`src/rtl/flash_desc_pkg.sv`:
```
package flash_desc_pkg;
  localparam int DW = 32;
  localparam int OPW = 8;
  localparam logic [OPW-1:0] OP_GET_DESC = 8'h00;

  // header words, plane sizes, lock count word, lock sizes
  function automatic int unsigned desc_len(input int unsigned planes, input int unsigned locks);
    return 4 + planes + 1 + locks;
  endfunction
endpackage

```
`src/rtl/flash_desc_rom.sv`:
```
module flash_desc_rom
  import flash_desc_pkg::*;
#(
  parameter logic [DW-1:0]        ID_WORD     = 32'h0000_0001,
  parameter logic [DW-1:0]        TOTAL_BYTES = 32'h0010_0000,
  parameter logic [DW-1:0]        PAGE_BYTES  = 32'd512,
  parameter int unsigned          NPLANES     = 2,
  parameter logic [NPLANES*DW-1:0] PLANE_BYTES = {NPLANES{32'h0008_0000}},
  parameter int unsigned          NLOCKS      = 4,
  parameter logic [NLOCKS*DW-1:0]  LOCK_BYTES  = {NLOCKS{32'h0004_0000}},
  parameter int unsigned          IW          = 4
) (
  input  logic [IW-1:0] idx,
  output logic [DW-1:0] word
);
  localparam int unsigned PLANE_BASE = 4;
  localparam int unsigned LCNT_POS   = PLANE_BASE + NPLANES;
  localparam int unsigned LOCK_BASE  = LCNT_POS + 1;
  localparam int unsigned NWORDS     = desc_len(NPLANES, NLOCKS);

  function automatic logic [DW-1:0] pick(input int unsigned k);
    logic [DW-1:0] w;
    w = '0;
    if (k == 0)               w = ID_WORD;
    else if (k == 1)          w = TOTAL_BYTES;
    else if (k == 2)          w = PAGE_BYTES;
    else if (k == 3)          w = DW'(NPLANES);
    else if (k < LCNT_POS)    w = PLANE_BYTES[(k-PLANE_BASE)*DW +: DW];
    else if (k == LCNT_POS)   w = DW'(NLOCKS);
    else if (k < NWORDS)      w = LOCK_BYTES[(k-LOCK_BASE)*DW +: DW];
    return w;
  endfunction

  always_comb word = pick(int'(idx));
endmodule

```
`src/rtl/flash_desc_cmd.sv`:
```
module flash_desc_cmd
  import flash_desc_pkg::*;
(
  input  logic           clk,
  input  logic           rst_n,
  input  logic           cmd_wr,
  input  logic [OPW-1:0] cmd_op,
  output logic           ready,
  output logic           cmd_acc,
  output logic           active
);
  logic ready_q, active_q;

  assign cmd_acc = cmd_wr && ready_q;

  always_ff @(posedge clk or negedge rst_n) begin
    if (!rst_n) begin
      ready_q  <= 1'b1;
      active_q <= 1'b0;
    end else begin
      ready_q <= !cmd_acc;
      if (cmd_acc) active_q <= (cmd_op == OP_GET_DESC);
    end
  end

  assign ready  = ready_q;
  assign active = active_q;
endmodule

```
`src/rtl/flash_desc_index.sv`:
```
module flash_desc_index #(
  parameter int unsigned NWORDS = 11,
  parameter int unsigned IW     = 4
) (
  input  logic          clk,
  input  logic          rst_n,
  input  logic          cmd_acc,
  input  logic          rd_strobe,
  input  logic          ready,
  input  logic          active,
  output logic [IW-1:0] idx,
  output logic          at_end,
  output logic          rd_adv
);
  logic [IW-1:0] idx_q;

  assign at_end = (idx_q == IW'(NWORDS));
  assign rd_adv = rd_strobe && ready && active && !at_end;

  always_ff @(posedge clk or negedge rst_n) begin
    if (!rst_n)       idx_q <= '0;
    else if (cmd_acc) idx_q <= '0;
    else if (rd_adv)  idx_q <= idx_q + 1'b1;
  end

  assign idx = idx_q;
endmodule

```
`src/rtl/flash_desc_seq.sv`:
```
module flash_desc_seq
  import flash_desc_pkg::*;
#(
  parameter logic [31:0]           ID_WORD     = 32'h0000_0001,
  parameter logic [31:0]           TOTAL_BYTES = 32'h0010_0000,
  parameter logic [31:0]           PAGE_BYTES  = 32'd512,
  parameter int unsigned           NPLANES     = 2,
  parameter logic [NPLANES*32-1:0] PLANE_BYTES = {NPLANES{32'h0008_0000}},
  parameter int unsigned           NLOCKS      = 4,
  parameter logic [NLOCKS*32-1:0]  LOCK_BYTES  = {NLOCKS{32'h0004_0000}}
) (
  input  logic        clk,
  input  logic        rst_n,
  input  logic        cmd_wr,
  input  logic [7:0]  cmd_op,
  input  logic        rd_strobe,
  output logic [31:0] rd_data,
  output logic        ready
);
  localparam int unsigned NWORDS = desc_len(NPLANES, NLOCKS);
  localparam int unsigned IW     = $clog2(NWORDS + 1);

  logic          cmd_acc, active, at_end, rd_adv;
  logic [IW-1:0] idx;
  logic [31:0]   rom_word;

  flash_desc_cmd u_cmd (
    .clk(clk), .rst_n(rst_n), .cmd_wr(cmd_wr), .cmd_op(cmd_op),
    .ready(ready), .cmd_acc(cmd_acc), .active(active)
  );

  flash_desc_index #(.NWORDS(NWORDS), .IW(IW)) u_idx (
    .clk(clk), .rst_n(rst_n), .cmd_acc(cmd_acc), .rd_strobe(rd_strobe),
    .ready(ready), .active(active), .idx(idx), .at_end(at_end), .rd_adv(rd_adv)
  );

  flash_desc_rom #(
    .ID_WORD(ID_WORD), .TOTAL_BYTES(TOTAL_BYTES), .PAGE_BYTES(PAGE_BYTES),
    .NPLANES(NPLANES), .PLANE_BYTES(PLANE_BYTES),
    .NLOCKS(NLOCKS), .LOCK_BYTES(LOCK_BYTES), .IW(IW)
  ) u_rom (
    .idx(idx), .word(rom_word)
  );

  assign rd_data = (active && !at_end) ? rom_word : '0;
endmodule

```
`config.mk`:
```
export PLATFORM = sky130hd
export DESIGN_NAME = flash_desc_seq
export DESIGN_NICKNAME = d
export VERILOG_FILES = /design/src/rtl/flash_desc_pkg.sv /design/src/rtl/flash_desc_rom.sv /design/src/rtl/flash_desc_cmd.sv /design/src/rtl/flash_desc_index.sv /design/src/rtl/flash_desc_seq.sv
export SDC_FILE = /design/constraint.sdc
export NUM_CORES = 1
export LEC_CHECK = 0
export ABC_CLOCK_PERIOD_IN_PS = 2800
export BUFFER_PORTS_ARGS = -buffer_cell sky130_fd_sc_hd__buf_2
export CAP_MARGIN = 30
export CORE_MARGIN = 2
export CORE_UTILIZATION = 35
export CTS_CLUSTER_SIZE = 8
export DETAILED_ROUTE_END_ITERATION = 7
export PLACE_DENSITY = 0.66
export SLEW_MARGIN = 10
export SYNTH_ARGS = -nofsm -noshare
export SYNTH_HDL_FRONTEND = slang
export SYNTH_HIERARCHICAL = 1
export SYNTH_SLANG_ARGS = --single-unit
export TNS_END_PERCENT = 100
```
`constraint.sdc`:
```
create_clock -name clk -period 2.8 [get_ports clk]
set_input_delay 0 -clock clk [delete_from_list [all_inputs] [get_ports clk]]
set_output_delay 0 -clock clk [all_outputs]
set_load 0.02 [all_outputs]
```
==> summary.txt <==
Setup path
  – Crit path required time: 2.80 ns
  – CP Class: register to output pin
  – CP Max Fanout: 8
  – Critical path origin: u_idx/idx[0]
  – CP Data Arrival Time: 2.11 ns
  – R2r setup slk: 1.12 ns
  – CP endpoint: rd_data[1]
  – CP endpoint kind: output pin
  – Startpoint Class: register
  – R2R cell count: 4
  – R2r startpoint: u_idx/idx[0]
  – RR Endpoint: u_idx/idx[0]

Power
  – Leak: 0.569 nW
  – Switch share: 24.4%
  – NetSw: 0.0000497 W
  – Int Power: 0.000154 W
  – Sequential power share: 44.3%
  – Maximum VDD drop: 0.238 mV
  – Gate power share: 13.0%
  – Clock power share: 42.7%
  – Total power: 0.000204 W
  – P per Cell Area: 189 nW/um^2

Route
  – Vias: 765
  – ANT nets after route: 0
  – WL per Instance: 11.1 um
  – Drt drc: 0
  – Initial DRC count: 22
  – First-pass iteration count of the detailed router: 4
  – Via/cell ratio: 4.72
  – Total wire length: 1810 um

Global routing
  – Initial antenna violation count: 0
  – Largest net degree at the start of global routing: 35
  – Number of global-route vias before repair: 703
  – First-pass GRT wire length: 2960 um
  – GRT Util Overall: 10.9%
  – Overflow after GRT: 0

Clocking
  – Clock sink total: 6
  – Total CTS buffers: 3
  – Clock latency on the worst-skew pair: 0.25 ns
  – PostCTS Resize Cnt: 0
  – Clk pin slew, worst setup/hold paths: 0.05 ns
  – TritonCTS clock tree: yes
  – Root Buffer: clkbuf_4
  – H-tree depth: 1
  – CTS max path bufs: 2

Synthesis
  – Sequential area share after synthesis: 14.8%
  – Post-Syn Instances: 112
  – Synth warn: 6
  – Top FF cell, synth: dfrtp_1
  – Synth area leaders: and3b_2 32%, buf_4 20%, dfrtp_1 12%
  – Cell Area, Synth: 1030 sq um
  – Post-synth ARST share: 100%
  – Synthesized flop and latch total: 6
  – Synth area leader: and3b_2
  – Yosys top cell area share: 32.2%
  – EDFF count, synth: 0
  – Netlist cell types: 31
  – Syn_area_per_cell: 9.16 sq um

Timing
  – Period utilisation layout: 75.3%
  – Final Max Tran Viols: 0
  – Final TNS setup: 0 ns
  – Max Fclk: 474 MHz
  – Setup violators final: 0
  – RSZ-0062 raised after global routing: false
  – Hold Vio Cnt, Final: 0
  – Post-route clock skew: 0.00891 ns
  – WHS: 0.0948 ns
  – Minimum clock period after layout: 2.11 ns

Finish
  – Area grow syn2layout: 5.12%
  – Commonest non-fill, non-tap cells in the layout: 33 x and3b_2, 25 x conb_1, 19 x buf_2
  – Share of cells above drive strength 1: 48.9%
  – Finished Core Util: 38.8%
  – N_diodes: 0
  – FILL cells: 282
  – Most common cell after layout, fill and taps aside: and3b_2
  – Final nets: 149

Job
  – Max-cap violation count: 0

Place
  – Routability cong.: 0.684
  – Port bufs: 19
  – HPWL after detailed placement: 1350 um

Floorplanning
  – Num rows: 19
  – Starting Density: 36.9%
  – Die area: 3380 sq um
  – DIE HEIGHT: 58.1 um
  – Core box area: 2780 sq um
  – Ports: 45
  – Chip width: 58.1 um

Status
  – Outcome: finished, final reports clean

Min path
  – Worst hold path type: input port to async pin
[registers in the layout, summed over array words and instances, names as in the netlist]
name / cells
u_idx/idx: 4
u_cmd/ready: 1
u_cmd/active: 1
[cells by family after synthesis]
kind of cell,Yosys count,share of synthesized area [%]
fa+ha+maj,5,6.10
mux,2,2.44
flops,6,14.8
compound gates,6,3.90
other cells,1,0.366
simple gates,56,48.7
buf+inv,36,23.8
[cell type report]
class | instances | area (sq um) | area share (%)
Clock buffer | 4 | 26.3 | 2.44
Tap cell | 31 | 38.8 | 3.60
Sequential cell | 6 | 151 | 14.0
Multi-Input combinational cell | 94 | 721 | 66.8
Timing Repair Buffer | 22 | 123 | 11.4
Inverter | 5 | 18.8 | 1.74
[stage by stage]
stage / worst slack [ns] / instance area (sq um) / instances
floorplan: 1.14 / 1120 / 136
global placement: 1.02 / 1030 / 156
detailed placement: 0.954 / 1030 / 156
CTS: 0.682 / 1080 / 162
global route: 0.575 / 1080 / 162
finish: 0.692 / 1080 / 162
[what timing repair did]
action	in CTS	in global routing
buffers inserted	0	0
hold buffers	2	0
hold endpoints to repair	7	0
[Yosys cell counts (all sizes together) (4+ instances only)]
library cell	n
buf	31
dfrtp	5
and3b	33
nor2	4
inv	5
ha	5
[per-layer routing]
| layer | vias to the layer above | global-route usage (%) | wire (um) |
|---|---|---|---|
| met3 | 0 | 1.56 | 92 |
| met5 | - | 0 | 0 |
| met2 | 32 | 21.8 | 1010 |
| li1 | 378 | - | - |
| met4 | 0 | 2.99 | 0 |
| met1 | 355 | 11.8 | 706 |
[critical path, stage by stage (launching register included)]
cell	delay [ns]
dfrtp_1	0.47
inv_1	0.10
ha_1	0.24
or4_4	0.55
nor3b_2	0.17
and3b_2	0.18
buf_2	0.15
[power by group through the flow]
stage / clock (W) / combinational, W / sequential [W]
floorplan: 0 / 0.0000345 / 0.0000928
global placement: 0 / 0.0000231 / 0.0000915
detailed placement: 0 / 0.0000238 / 0.0000916
CTS: 0.0000898 / 0.0000257 / 0.0000903
global route: 0.0000938 / 0.0000307 / 0.0000904
finish: 0.0000870 / 0.0000264 / 0.0000903
[worst min-delay path by stage]
stage / slack [ns] / cells past startpoint / to
2_1_floorplan: -0.30 / 0 / u_cmd/active
3_3_place_gp: -0.17 / 1 / u_cmd/active
3_5_place_dp: -0.17 / 1 / u_cmd/active
4_1_cts: 0.09 / 2 / u_cmd/active
5_1_grt: 0.12 / 3 / u_cmd/active
6_report: 0.09 / 2 / u_cmd/active
Power figures use the tool's default switching activity.
